File: src/rtl/sdram_bank_pkg.sv
package sdram_bank_pkg;

    localparam int BANK_W    = 2;
    localparam int NUM_BANKS = 1 << BANK_W;

    typedef enum logic [2:0] {
        OP_NONE,
        OP_ACT,
        OP_PRE,
        OP_RD,
        OP_WR
    } op_e;

    typedef struct packed {
        op_e                   op;
        logic                  all_banks;
        logic [NUM_BANKS-1:0]  target;
    } bank_cmd_t;

    function automatic op_e decode_op(
        input logic cs_n,
        input logic ras_n,
        input logic cas_n,
        input logic we_n
    );
        op_e res;
        res = OP_NONE;
        if (!cs_n) begin
            unique case ({ras_n, cas_n, we_n})
                3'b011:  res = OP_ACT;
                3'b010:  res = OP_PRE;
                3'b101:  res = OP_RD;
                3'b100:  res = OP_WR;
                default: res = OP_NONE;
            endcase
        end
        return res;
    endfunction

    function automatic logic [NUM_BANKS-1:0] bank_onehot(input logic [BANK_W-1:0] b);
        logic [NUM_BANKS-1:0] v;
        v = '0;
        v[b] = 1'b1;
        return v;
    endfunction

endpackage

File: src/rtl/bank_cmd_decoder.sv
module bank_cmd_decoder
    import sdram_bank_pkg::*;
(
    input  logic              cs_n,
    input  logic              ras_n,
    input  logic              cas_n,
    input  logic              we_n,
    input  logic              a10,
    input  logic [BANK_W-1:0] ba,
    output bank_cmd_t         cmd
);

    always_comb begin
        cmd.op        = decode_op(cs_n, ras_n, cas_n, we_n);
        cmd.all_banks = (cmd.op == OP_PRE) && a10;
        cmd.target    = cmd.all_banks ? {NUM_BANKS{1'b1}} : bank_onehot(ba);
    end

endmodule

File: src/rtl/bank_slot.sv
module bank_slot #(
    parameter int TRP_CYCLES = 3
) (
    input  logic clk,
    input  logic rst,
    input  logic act_go,
    input  logic pre_go,
    output logic is_open,
    output logic is_ready
);

    localparam int CNT_W = (TRP_CYCLES < 2) ? 1 : $clog2(TRP_CYCLES);
    localparam logic [CNT_W-1:0] LOAD_VAL = CNT_W'(TRP_CYCLES - 1);

    logic [CNT_W-1:0] recov_cnt;

    always_ff @(posedge clk) begin
        if (rst) begin
            is_open   <= 1'b0;
            recov_cnt <= '0;
        end else if (pre_go) begin
            is_open   <= 1'b0;
            recov_cnt <= LOAD_VAL;
        end else begin
            if (act_go) begin
                is_open <= 1'b1;
            end
            if (recov_cnt != '0) begin
                recov_cnt <= recov_cnt - 1'b1;
            end
        end
    end

    assign is_ready = (recov_cnt == '0);

endmodule

File: src/rtl/bank_tracker.sv
module bank_tracker
    import sdram_bank_pkg::*;
#(
    parameter int TRP_CYCLES = 3
) (
    input  logic                 clk,
    input  logic                 rst,
    input  logic                 cs_n,
    input  logic                 ras_n,
    input  logic                 cas_n,
    input  logic                 we_n,
    input  logic                 a10,
    input  logic [BANK_W-1:0]    ba,
    output logic [NUM_BANKS-1:0] bank_open,
    output logic [NUM_BANKS-1:0] bank_ready,
    output logic                 illegal_cmd
);

    bank_cmd_t            cmd;
    logic [NUM_BANKS-1:0] act_go;
    logic [NUM_BANKS-1:0] pre_go;
    logic                 sel_open;
    logic                 sel_ready;
    logic                 illegal_next;

    bank_cmd_decoder u_dec (
        .cs_n  (cs_n),
        .ras_n (ras_n),
        .cas_n (cas_n),
        .we_n  (we_n),
        .a10   (a10),
        .ba    (ba),
        .cmd   (cmd)
    );

    assign sel_open  = |(bank_open  & cmd.target);
    assign sel_ready = |(bank_ready & cmd.target);

    always_comb begin
        illegal_next = 1'b0;
        unique case (cmd.op)
            OP_ACT:       illegal_next = sel_open || !sel_ready;
            OP_RD, OP_WR: illegal_next = !sel_open;
            default:      illegal_next = 1'b0;
        endcase
    end

    assign pre_go = (cmd.op == OP_PRE) ? cmd.target : '0;
    assign act_go = (cmd.op == OP_ACT && !illegal_next) ? cmd.target : '0;

    for (genvar g = 0; g < NUM_BANKS; g++) begin : g_bank
        bank_slot #(.TRP_CYCLES(TRP_CYCLES)) u_slot (
            .clk      (clk),
            .rst      (rst),
            .act_go   (act_go[g]),
            .pre_go   (pre_go[g]),
            .is_open  (bank_open[g]),
            .is_ready (bank_ready[g])
        );
    end

    always_ff @(posedge clk) begin
        if (rst) begin
            illegal_cmd <= 1'b0;
        end else begin
            illegal_cmd <= illegal_next;
        end
    end

endmodule

File: config.mk
export PLATFORM = sky130hd
export DESIGN_NAME = bank_tracker
export DESIGN_NICKNAME = d
export VERILOG_FILES = /design/src/rtl/sdram_bank_pkg.sv /design/src/rtl/bank_cmd_decoder.sv /design/src/rtl/bank_slot.sv /design/src/rtl/bank_tracker.sv
export SDC_FILE = /design/constraint.sdc
export NUM_CORES = 1
export LEC_CHECK = 0
export BUFFER_PORTS_ARGS = -buffer_cell sky130_fd_sc_hd__buf_2
export CORE_MARGIN = 8
export CORE_UTILIZATION = 46
export CTS_CLUSTER_DIAMETER = 120
export DETAILED_ROUTE_END_ITERATION = 16
export PLACE_DENSITY_LB_ADDON = 0.25
export SLEW_MARGIN = 20
export SYNTH_ARGS = -nofsm -noshare
export SYNTH_HDL_FRONTEND = slang
export SYNTH_SLANG_ARGS = --single-unit
File: constraint.sdc
create_clock -name clk -period 3.4 [get_ports clk]
set_clock_uncertainty 0.1 [all_clocks]
set_input_delay 0.51 -clock clk [delete_from_list [all_inputs] [get_ports clk]]
set_output_delay 0.51 -clock clk [all_outputs]
set_load 0.05 [all_outputs]
Yosys cells after proc, flatten, opt, wreduce, memory -nomap -nowiden
Index checks and enable logic that the tools add are counted.

storage, ports and cells
  register bits after elaboration = 13
  input bits = 9

operators by class
  add/subtract/negate cells = 4
  order comparisons = 2
  equality and inequality tests = 8
  multiplexer cells = 16
  bitwise operators = 2
  reduce and logical (&&, ||, !) cells = 26

operator list
  cell                                                         number
  two-way mux 2 bit                                            8
  nonzero test 2 bit                                           8
  == test 3 x 2 -> 1 bit (second input constant)               4
  two-way mux 4 bit                                            3
  one-hot mux 3 bit (4 select lines)                           1
  OR reduction 2 bit                                           5
  == test 3 bit (second input constant)                        3
  AND 4 bit                                                    2
  zero test 2 bit                                              4
  OR reduction 4 bit                                           2
  subtractor 2 x 1 -> 2 bit (second input constant)            4
  == test 3 x 1 -> 1 bit (second input constant)               1
  logical AND 1 bit                                            3
  zero test 1 bit                                              3
  less-than comparator 2 x 3 -> 1 bit (second input constant)  1
  two-way mux 3 bit                                            1
  demux 1 bit (select 2 bit)                                   1
  >= comparator 2 x 1 -> 1 bit (second input constant)         1
  one-hot mux 1 bit (2 select lines)                           1
  logical OR 1 bit                                             1
  two-way mux 1 bit                                            1

Longest topological paths before layout
Gate-level depths: netlist (run 1).

  word-level depth = 14
  depth in mapped cells = 4
  gate-level depth less buffers = 4

By module
A second synthesis (run 1) with hierarchy kept.

unflattened totals
  cells, all modules = 76
  area, all modules = 713.2 um2

by module, submodules not included
  module            instances  cells each  area each (um2)  sequential area each (um2)
  bank_slot         4          9           96.3             60.1
  bank_tracker      1          25          227.7            20.0
  bank_cmd_decoder  1          15          100.1            0.0

Least setup slack after synthesis (run 1)
Ideal clock, no wire load.

  path type = input-to-reg
  start = input ras_n
  end = register g_bank[2].u_slot.is_open
  arrival time = 1493 ps
  required time = 3183 ps
  path slack = 1690 ps
  cell stages on the path = 4
  path buffers = 0
  cells stage by stage = nor4b_2 -> a31o_1 -> a31oi_4 -> a32o_1

between the ends
  word-level cells in the longest chain between the ends = 14

RTL lines
  element                                                  line                                        text
  from (decl)                                              bank_tracker.sv:9                           input logic ras_n,
  == test 3 bit or == test 3 x 2 -> 1 bit (tied branches)  sdram_bank_pkg.sv:29                        unique case ({ras_n, cas_n, we_n})
  one-hot mux 3 bit (4 select lines) (*)                   sdram_bank_pkg.sv:29
  two-way mux 3 bit (*)                                    sdram_bank_pkg.sv:28                        if (!cs_n) begin
  == test 3 x 2 -> 1 bit                                   bank_cmd_decoder.sv:15, bank_tracker.sv:48
  logical AND 1 bit                                        bank_cmd_decoder.sv:15                      cmd.all_banks = (cmd.op == OP_PRE) && a10;
  two-way mux 4 bit                                        bank_cmd_decoder.sv:16                      cmd.target = cmd.all_banks ? {NUM_BANKS{1'b1}} : bank_onehot(ba);
  AND 4 bit                                                bank_tracker.sv:37                          assign sel_ready = |(bank_ready & cmd.target);
  OR reduction 4 bit                                       bank_tracker.sv:37
  zero test 1 bit                                          bank_tracker.sv:42                          OP_ACT: illegal_next = sel_open || !sel_ready;
  logical OR 1 bit                                         bank_tracker.sv:42
  one-hot mux 1 bit (2 select lines)                       bank_tracker.sv:41                          unique case (cmd.op)
  zero test 1 bit                                          bank_tracker.sv:49                          assign act_go = (cmd.op == OP_ACT && !illegal_next) ? cmd.target : '0;
  logical AND 1 bit                                        bank_tracker.sv:49
  two-way mux 4 bit                                        bank_tracker.sv:49
  to (signal assigned)                                     bank_slot.sv:19                             is_open <= 1'b0;
  to (signal assigned)                                     bank_slot.sv:22                             is_open <= 1'b0;
  to (signal assigned)                                     bank_slot.sv:26                             is_open <= 1'b1;
  to (decl)                                                bank_slot.sv:8                              output logic is_open,

Mark *: on every way between the ends. The rest lies on a longest branch, timed or not.
A chain may end at the register's enable or synchronous reset.

Worst setup path in the final report (run 1)
  start = input ras_n
  end = register g_bank[0].u_slot.is_open

between the ends
  word-level cells in the longest chain between the ends = 14

RTL lines
  element                                                  line
  == test 3 bit or == test 3 x 2 -> 1 bit (tied branches)  sdram_bank_pkg.sv:29
  one-hot mux 3 bit (4 select lines) (*)                   sdram_bank_pkg.sv:29
  two-way mux 3 bit (*)                                    sdram_bank_pkg.sv:28
  == test 3 x 2 -> 1 bit                                   bank_cmd_decoder.sv:15, bank_tracker.sv:48
  logical AND 1 bit                                        bank_cmd_decoder.sv:15
  two-way mux 4 bit                                        bank_cmd_decoder.sv:16
  AND 4 bit                                                bank_tracker.sv:37
  OR reduction 4 bit                                       bank_tracker.sv:37
  zero test 1 bit                                          bank_tracker.sv:42
  logical OR 1 bit                                         bank_tracker.sv:42
  one-hot mux 1 bit (2 select lines)                       bank_tracker.sv:41
  zero test 1 bit                                          bank_tracker.sv:49
  logical AND 1 bit                                        bank_tracker.sv:49
  two-way mux 4 bit                                        bank_tracker.sv:49
  to (signal assigned)                                     bank_slot.sv:19
  to (signal assigned)                                     bank_slot.sv:22
  to (signal assigned)                                     bank_slot.sv:26
  to (decl)                                                bank_slot.sv:8

Marked as above.

==> results of run 1 <==
-- state kept, by name, indices dropped and copies added, names as in the netlist --
register                 flops
g_bank.u_slot.is_open        4
g_bank.u_slot.recov_cnt      8
illegal_cmd                  1
-- how the worst max path moves through the flow --
stage / cells past startpoint / end / startpoint
2_1_floorplan: 4 / g_bank[2].u_slot.is_open / ras_n
3_3_place_gp: 5 / g_bank[0].u_slot.is_open / ras_n
3_5_place_dp: 5 / g_bank[0].u_slot.is_open / ras_n
4_1_cts: 5 / g_bank[0].u_slot.is_open / ras_n
5_1_grt: 5 / g_bank[0].u_slot.is_open / ras_n
6_report: 5 / g_bank[0].u_slot.is_open / ras_n
-- final cells by class --
class                      instances  area (sq um)  share of cell area (%)
multi-input combinational         47         335.3                   46.21
timing repair buffer              17         85.08                   11.72
tap                               15         18.77                   2.586
sequential                        13         260.3                   35.86
clock buffer                       4         26.28                   3.621
-- cell families after synthesis --
logic type             synth area share [%]
DFF                                   39.47
and+or+nand+nor                       25.24
AOI/OAI and AO/OA                     22.20
muxes                                 3.415
buffers and inverters                 9.677
-- report_power, final --
group	internal [W]	total [W]	leakage [nW]	switching, W
Combinational	0.0000131	0.0000359	0.172	0.0000229
Clock	0.0000454	0.0000937	0.0150	0.0000483
Sequential	0.000154	0.000155	0.105	0.00000117
-- through the flow --
stage | power (W) | setup WS [ns] | util (%)
floorplan | 0.0001838 | 1.690 | -
global placement | 0.0001940 | 1.408 | 53.09
detailed placement | 0.0001944 | 1.411 | 53.09
CTS | 0.0002882 | 1.696 | 55.08
global route | 0.0002993 | 1.547 | 55.08
finish | 0.0002848 | 1.673 | 55.08
-- worst max-delay path, delay by kind of cell --
family / cells / cell delay (ns)
buffers and inverters: 1 / 0.12
and+or+nand+nor: 2 / 0.70
AOI/OAI and AO/OA: 2 / 0.47
-- cell usage in the layout, fill, tap and decap left out, types with 2 or more instances in the layout --
cell	count
a21oi_1	4
a22oi_1	2
a31o_1	2
a32o_1	2
and3b_1	3
buf_2	17
clkbuf_4	3
dfxtp_1	13
nand2_1	3
nor2_1	9
nor2b_1	3
nor4bb_1	2
o21ai_0	3
o22ai_1	2
-- metal layers --
| metal | wire, um | GRT usage, % |
|---|---|---|
| met2 | 685 | 17.37 |
| met1 | 603 | 12.21 |
| met3 | 82 | 3.306 |
| met5 | 0 | 0 |
| met4 | 15 | 6.303 |
==> results by group, run 1 <==
Status
  • Status: finished, final reports clean

Critical path
  • Reg-to-reg endpoint: g_bank[3].u_slot.is_open
  • CP max FO: 6
  • CP Cell Sequence: buf_2 -> nor4b_2 -> o21ai_0 -> and3b_1 -> a31o_2
  • Crit. End Element: flop
  • Element type at the critical path start: primary input
  • Crit Path Class: in2reg
  • Worst endpoint required time: 3.48 ns
  • Crit path DAT: 1.80 ns
  • Worst flop-to-flop path startpoint: g_bank[3].u_slot.is_open
  • Worst reg2reg setup slack: 1.72 ns
  • Critical path's largest stage delay: 0.47 ns
  • Worst-case reg-to-reg path depth: 4
  • Slowest-stage cell, CP: nor4b_2

GRT
  • First-pass GRT wire length: 2304 um
  • Vias in the first global route: 534
  • Largest net degree at the start of global routing: 13
  • GRT Overall Usage: 10.76%
  • Antenna violations before repair: 0
  • Gr ovfl total: 0

Cells and area
  • Fin area: 725.7 sq um
  • # fillers: 127
  • Final std cells w/o fill: 96
  • Share of layout cells above drive strength 1: 30.86%
  • Area Growth Syn to Fin: 10.06%
  • ANT cells: 0
  • Layout Nets: 91

Clock network
  • Clock Tree Root: clkbuf_4
  • Post-CTS sizing: 0
  • TritonCTS clock tree: built
  • CTS H-Tree Depth: 1
  • Post-CTS Setup Bufs: 0
  • CTS sink cnt: 13
  • Skew-Pair Late Insertion Delay: 0.27 ns
  • Clock Tree Buf Depth: 2
  • Clock transition at path regs: 0.08 ns
  • CTS buffer count: 3
  • Hold_buf cts: 0

Timing
  • Slew Viols, Final: 0
  • RSZ-0062 raised after global routing: false
  • Final worst hold slack: 0.3552 ns
  • Fmax: 0.5789 GHz
  • Final setup viols: 0
  • Final worst-path cycle share: 50.81%
  • Fin crit period: 1.727 ns
  • Setup TNS: 0 ns
  • Final number of hold-violating endpoints: 0
  • Actual slew at the worst max-slew pin: 0.4626 ns
  • Worst slew margin: 69.08%

Routing
  • Routed WL per cell: 14.44 um
  • Drt initial violations: 13
  • DR DRC count: 0
  • Via density per instance: 5.615
  • First drt pass iteration count: 4
  • DRT antenna net count: 0
  • Final wirelength: 1386 um
  • Vias: 539

Synthesis
  • EDFF count, synth: 0
  • Register area share after synthesis: 39.47%
  • Syn nets: 78
  • Mean Syn Cell Area: 9.556 sq um
  • Most numerous cell in the Yosys netlist: dfxtp_1
  • Synth cell types: 26
  • Post-synth top area share: 39.47%
  • Post-synth top cells: dfxtp_1 (13), nor2_1 (9), buf_4 (8)
  • Register bit total from synthesis: 13
  • Synthesized area: 659.4 sq um
  • Fraction of registers with async set/reset: 0%
  • Area contributors post-synth: dfxtp_1 (39%), buf_4 (9.1%), nor2_1 (5.1%)
  • Top FF cell, synth: dfxtp_1
  • Cell count after synthesis: 69
  • Yosys warnings: 0
  • Area leader, netlist: dfxtp_1

Power
  • Peak VDD IR: 0.2202 mV
  • Pleak: 0.2917 nW
  • Pwr Density: 392.5 mW/mm^2

Placement
  • Placed inst area: 699.4 sq um
  • Placed cells: 92
  • Port Buffer Count: 17
  • Global placement routability congestion: 0.7459
  • Detail Placement HPWL: 1099 um

Worst hold path
  • Hold Path Depth: 1
  • Worst hold start: g_bank[3].u_slot.recov_cnt[0]
  • Hold Crit Class: reg2reg
  • Hold EP: g_bank[3].u_slot.recov_cnt[0]

Die
  • Die width: 53.86 um
  • Die footprint: 0.002901 sq mm
  • Core area: 0.001318 sq mm
  • Initial Util: 50.05%
  • Ports: 18
  • Die Ht: 53.86 um
  • Core Rows: 13

Job
  • Max-Cap Viols: 0
No activity file was read; power rests on OpenSTA's default activity.
==> run 2, diff against run 1 <==
--- a/config.mk
+++ b/config.mk
@@ -7,7 +7,7 @@
 export LEC_CHECK = 0
 export BUFFER_PORTS_ARGS = -buffer_cell sky130_fd_sc_hd__buf_2
 export CORE_MARGIN = 8
-export CORE_UTILIZATION = 46
+export CORE_UTILIZATION = 44
 export CTS_CLUSTER_DIAMETER = 120
 export DETAILED_ROUTE_END_ITERATION = 16
 export PLACE_DENSITY_LB_ADDON = 0.25
==> constraint.sdc (replaced) <==
create_clock -name clk -period 1.52 [get_ports clk]
set_clock_uncertainty 0.1 [all_clocks]
set_input_delay 0.228 -clock clk [delete_from_list [all_inputs] [get_ports clk]]
set_output_delay 0.228 -clock clk [all_outputs]
set_load 0.05 [all_outputs]
==> run 2 against run 1 <==
Compared with the run above:
- the flow now finishes with violations (setup timing)
- routed wire length grew 18%
- global-route usage up 1.8 points
- cell count rose by 20%
- combinational power rose to 2.7 times the previous value
- critical path type is now reg2reg
- critical endpoint is now g_bank[3].u_slot.is_open
- largest power group unchanged
- highest routed layer unchanged
==> results by group, run 2 (synthesis gave the netlist of run 1 again) <==
Status
  • Status: complete, but fails checks
  • Failing checks: setup timing

Power
  • Peak VDD IR: 0.5751 mV
  • Fraction of power consumed by combinational cells: 14.8%
  • Sw Pwr: 0.0001797 W
  • Pwr Density: 772.7 mW/mm^2
  • Proportion of power drawn by the clock network: 33.4%
  • P_int: 0.0004893 W
  • Net Sw Frac: 26.87%
  • Pleak: 0.3845 nW
  • Total power: 0.0006690 W
  • Register share of total power: 51.8%

Job
  • Max-Cap Viols: 0

Placement
  • Port Buffer Count: 17
  • Detail Placement HPWL: 1235 um
  • Post-Place Worst Slack: -0.07963 ns
  • Global placement routability congestion: 0.8183

Critical path
  • CP max FO: 5
  • Reg-to-reg endpoint: g_bank[3].u_slot.is_open
  • Worst endpoint required time: 1.65 ns
  • Crit. End Element: flop
  • Worst flop-to-flop path startpoint: g_bank[0].u_slot.is_open
  • Element type at the critical path start: flop
  • Launch point of the worst path: g_bank[0].u_slot.is_open
  • Worst-case reg-to-reg path depth: 4
  • Worst reg2reg setup slack: -0.1 ns
  • Crit Path Class: reg2reg
  • Crit path DAT: 1.75 ns

Routing
  • Via density per instance: 5.400
  • DR DRC count: 0
  • First drt pass iteration count: 4
  • Final wirelength: 1638 um
  • Routed WL per cell: 14.24 um
  • DRT antenna net count: 0
  • Vias: 621
  • Drt initial violations: 17

Die
  • Initial Util: 45.35%
  • Die Ht: 54.71 um
  • Core area: 0.001454 sq mm
  • Die footprint: 0.002993 sq mm
  • Ports: 18
  • Die width: 54.71 um
  • Core Rows: 14

GRT
  • First-pass GRT wire length: 2780 um
  • Antenna violations before repair: 0
  • Gr ovfl total: 0
  • Largest net degree at the start of global routing: 13
  • GRT Overall Usage: 12.56%
  • Vias in the first global route: 636

Cells and area
  • Area Growth Syn to Fin: 31.31%
  • Most flop-heavy register: g_bank.u_slot.recov_cnt
  • Top Registers: g_bank.u_slot.recov_cnt (8), g_bank.u_slot.is_open (4), illegal_cmd (1)
  • Max reg flops: 8
  • Most frequent cells in the layout: buf_4 (18), buf_2 (16), dfxtp_1 (12)
  • Layout Nets: 109
  • Share of layout cells above drive strength 1: 44.44%
  • Most common cell after layout, fill and taps aside: buf_4
  • ANT cells: 0

Clock network
  • TritonCTS clock tree: built
  • Clock Tree Buf Depth: 2
  • CTS buffer count: 3
  • Skew-Pair Late Insertion Delay: 0.28 ns
  • CTS sink cnt: 13
  • Hold_buf cts: 0
  • Clock transition at path regs: 0.08 ns
  • CTS H-Tree Depth: 1
  • Clock Tree Root: clkbuf_4

Timing
  • PnR worst setup slack: -0.09559 ns
  • Worst slew margin: 80.18%
  • Final number of hold-violating endpoints: 0
  • RSZ-0062 raised after global routing: true
  • Actual slew at the worst max-slew pin: 0.2973 ns
  • Fmax: 0.6190 GHz
  • Final worst-path cycle share: 106.3%
  • Fin crit period: 1.616 ns
  • Slew Viols, Final: 0
  • Final setup viols: 5

Worst hold path
  • Hold Crit Class: in2reg
  • Hold EP: g_bank[2].u_slot.recov_cnt[1]
  • Hold Path Depth: 2
  • Worst hold start: rst
run 2: changes by cell type in the layout (fill, tap and decap cells not counted):
| cell | previous run | this run |
|---|---|---|
| buf_4 | 0 | 18 |
| dfxtp_2 | 0 | 1 |
| dfxtp_1 | 13 | 12 |
| buf_2 | 17 | 16 |
| clkbuf_4 | 3 | 4 |
run 2: timing repair:
item | 4_1_cts | 5_1_grt
setup buffers | 1 | 0
pin swaps | 4 | 1
cloned | 0 | 0
resized for setup | 1 | 1
setup endpoints to repair | 5 | 6
run 2: layer usage:
| layer | wire, um | global-route usage, % |
|---|---|---|
| met5 | 0 | 0 |
| met1 | 702 | 13.53 |
| met2 | 782 | 21.70 |
| met3 | 129 | 3.804 |
| met4 | 23 | 6.148 |
run 2: critical path, stage by stage (launching register included):
cell and delay, ns:
dfxtp_2 0.33, or4_1 0.51, a31o_1 0.23, a31oi_4 0.21, a32o_1 0.19
run 2: final cells by class:
type	count	area [sq um]
multi-input combinational	47	335.3
tap	16	20.02
timing repair buffer	35	222.7
fill	135	588.1
sequential	13	261.5
clock buffer	4	26.28
run 2: worst max path at each step:
stage | end | cells past startpoint | slack (ns)
floorplan | g_bank[2].u_slot.is_open | 4 | -0.004
finish | g_bank[3].u_slot.is_open | 4 | -0.1
global route | g_bank[2].u_slot.is_open | 4 | -0.15
CTS | g_bank[3].u_slot.is_open | 4 | -0.1
detailed placement | g_bank[3].u_slot.is_open | 4 | -0.08
global placement | g_bank[0].u_slot.is_open | 5 | -0.05
run 2: power groups by stage:
| stage | combinational (W) | sequential, W | clock (W) |
|---|---|---|---|
| global placement | 0.0000958 | 0.000355 | 0 |
| floorplan | 0.0000532 | 0.000358 | 0 |
| CTS | 0.0000980 | 0.000347 | 0.000229 |
| finish | 0.0000987 | 0.000347 | 0.000224 |
| detailed placement | 0.0000967 | 0.000355 | 0 |
| global route | 0.000106 | 0.000347 | 0.000240 |
run 2: stage by stage:
step           area [sq um]  setup TNS [ns]  std cells  util, %  hold slack (ns)
5_1_grt               865.8         -0.6636        115    59.55           0.1688
2_1_floorplan         659.4       -0.008282         69        -           0.3071
3_3_place_gp          828.3         -0.2250        110    56.97           0.3326
4_1_cts               863.3         -0.4389        115    59.38           0.1505
3_5_place_dp          828.3         -0.3517        110    56.97           0.3437
6_report              865.8         -0.4291        115    59.55           0.1573
==> run 3, diff against run 2 <==
--- a/config.mk
+++ b/config.mk
@@ -6,8 +6,9 @@
 export NUM_CORES = 1
 export LEC_CHECK = 0
 export BUFFER_PORTS_ARGS = -buffer_cell sky130_fd_sc_hd__buf_2
+export CORE_ASPECT_RATIO = 1.4
 export CORE_MARGIN = 8
-export CORE_UTILIZATION = 44
+export CORE_UTILIZATION = 25
 export CTS_CLUSTER_DIAMETER = 120
 export DETAILED_ROUTE_END_ITERATION = 16
 export PLACE_DENSITY_LB_ADDON = 0.25
==> run 3 against run 2 <==
Compared with the run above:
- largest power group unchanged
- largest cell class unchanged
- cell area rose by 6.4%
- combinational power about the same
- the run still ends with setup timing left
- global-route usage fell by 4.9 points
- critical path type unchanged
==> results by group, run 3 (synthesis gave the netlist of run 1 again) <==
Status
  • Status: complete, but fails checks
  • Failing checks: setup timing

Timing
  • Fin crit period: 1.622 ns
  • Slew Viols, Final: 0
  • Final number of hold-violating endpoints: 0
  • Worst slew margin: 80.39%
  • Setup TNS: -0.4250 ns
  • Fmax: 0.6164 GHz
  • Final worst-path cycle share: 106.7%
  • PnR worst setup slack: -0.1023 ns
  • RSZ-0062 raised after global routing: true
  • Final setup viols: 5
  • Actual slew at the worst max-slew pin: 0.2911 ns

Worst hold path
  • Hold Crit Class: in2reg

Clock network
  • Skew-Pair Late Insertion Delay: 0.27 ns
  • CTS H-Tree Depth: 1
  • CTS buffer count: 3
  • Clock transition at path regs: 0.08 ns
  • CTS sink cnt: 13
  • Clock Tree Buf Depth: 2
  • Clock Tree Root: clkbuf_4
  • TritonCTS clock tree: built

Die
  • Die width: 59.41 um
  • Ports: 18
  • Die footprint: 0.004560 sq mm
  • Initial Util: 25.76%
  • Core Rows: 22
  • Core area: 0.002560 sq mm
  • Die Ht: 76.77 um

Cells and area
  • Footprint of the multi-input gates: 339.1 sq um
  • Layout Nets: 111
  • Most flop-heavy register: g_bank.u_slot.recov_cnt
  • # fillers: 274
  • Max reg flops: 8
  • ANT cells: 0
  • Utilization after layout: 35.97%
  • Fin area: 920.9 sq um
  • Share of layout cells above drive strength 1: 46.53%
  • Most frequent cells in the layout: buf_4 (20), buf_2 (13), dfxtp_1 (12)
  • Most common cell after layout, fill and taps aside: buf_4
  • Area Growth Syn to Fin: 39.66%
  • Register Area: 261.5 sq um
  • Top Registers: g_bank.u_slot.recov_cnt (8), g_bank.u_slot.is_open (4), illegal_cmd (1)

Critical path
  • Slowest-stage cell, CP: or4_4
  • Worst endpoint required time: 1.64 ns
  • Element type at the critical path start: flop
  • CP Cell Sequence: or4_4 -> a31o_1 -> a31oi_4 -> a32o_1
  • Worst reg2reg setup slack: -0.10 ns
  • CP max FO: 5
  • Critical path's largest stage delay: 0.51 ns
  • Crit. End Element: flop
  • Crit Path Class: reg2reg
  • Crit path DAT: 1.74 ns

GRT
  • Antenna violations before repair: 0
  • First-pass GRT wire length: 2829 um
  • Largest net degree at the start of global routing: 13
  • GRT Overall Usage: 7.619%
  • Vias in the first global route: 682
  • Gr ovfl total: 0

Power
  • P_int: 0.0004919 W
  • Pwr Density: 718.3 mW/mm^2
  • Pleak: 0.4005 nW
  • Peak VDD IR: 0.3745 mV
  • Proportion of power drawn by the clock network: 32.2%
  • Register share of total power: 52.4%
  • Net Sw Frac: 25.63%
  • Fraction of power consumed by combinational cells: 15.4%
  • Sw Pwr: 0.0001696 W

Placement
  • Global placement routability congestion: 0.7681
  • Placed inst area: 868.3 sq um
  • Detail Placement HPWL: 1342 um
  • Post-Place Worst Slack: -0.1053 ns
  • Port Buffer Count: 17

Routing
  • Routed WL per cell: 12.14 um
  • Vias: 630
  • First drt pass iteration count: 4
  • Final wirelength: 1663 um
  • Via density per instance: 4.599
  • DRT antenna net count: 0
  • DR DRC count: 0
  • Drt initial violations: 18

Job
  • Max-Cap Viols: 0
[run 3: cell count changes in the layout (fill, tap and decap cells not counted), sizes merged]
cell	previous run	this run
clkbuf	5	7
[run 3: critical path: cells and delay by family (launching register included)]
kind / cells / cell delay (ns)
AOI/OAI and AO/OA: 3 / 0.62
and+or+nand+nor: 1 / 0.51
DFF: 1 / 0.33
[run 3: per-stage QoR]
stage	total power (W)	hold slack, ns	std cells
2_1_floorplan	0.0004111	0.3071	69
3_5_place_dp	0.0004545	0.3427	132
4_1_cts	0.0006648	0.1873	136
5_1_grt	0.0006927	0.2008	137
6_report	0.0006615	0.1821	137
3_3_place_gp	0.0004544	0.3306	132
[run 3: final cells by class]
type	instances	share of cell area, %
Timing Repair Buffer	37	27.04
Clock buffer	4	2.853
Multi-Input combinational cell	47	36.82
Sequential cell	13	28.40
Tap cell	36	4.891
[run 3: repair_timing]
| action | 4_1_cts | 5_1_grt |
|---|---|---|
| pin swaps | 1 | 1 |
| endpoints found under the setup margin | 5 | 9 |
| hold buffers | 0 | 0 |
| setup buffers | 0 | 1 |
| resized for setup | 0 | 8 |
[run 3: final timing paths]
kind	startpoint	to	cells past startpoint
min	rst	g_bank[3].u_slot.recov_cnt[1]	2
min reg2reg	g_bank[3].u_slot.recov_cnt[0]	g_bank[3].u_slot.recov_cnt[0]	1
max	g_bank[0].u_slot.is_open	g_bank[2].u_slot.is_open	4
max reg2reg	g_bank[0].u_slot.is_open	g_bank[2].u_slot.is_open	4
[run 3: per-layer routing]
metal  wire length (um)  part of all wire, %  vias up  track usage (%)
met3                106                  6.4        2            2.170
met5                  0                    0        -                0
met1                708                   43      294            8.429
li1                   -                    -      319                -
met4                 13                 0.78        0            2.885
met2                835                   50       15            13.02
[run 3: power by group through the flow]
stage          sequential [W]  combinational, W  clock, W
2_1_floorplan        0.000358         0.0000532         0
3_3_place_gp         0.000355         0.0000998         0
3_5_place_dp         0.000355         0.0000998         0
4_1_cts              0.000347          0.000100  0.000218
5_1_grt              0.000348          0.000110  0.000235
6_report             0.000347          0.000102  0.000213
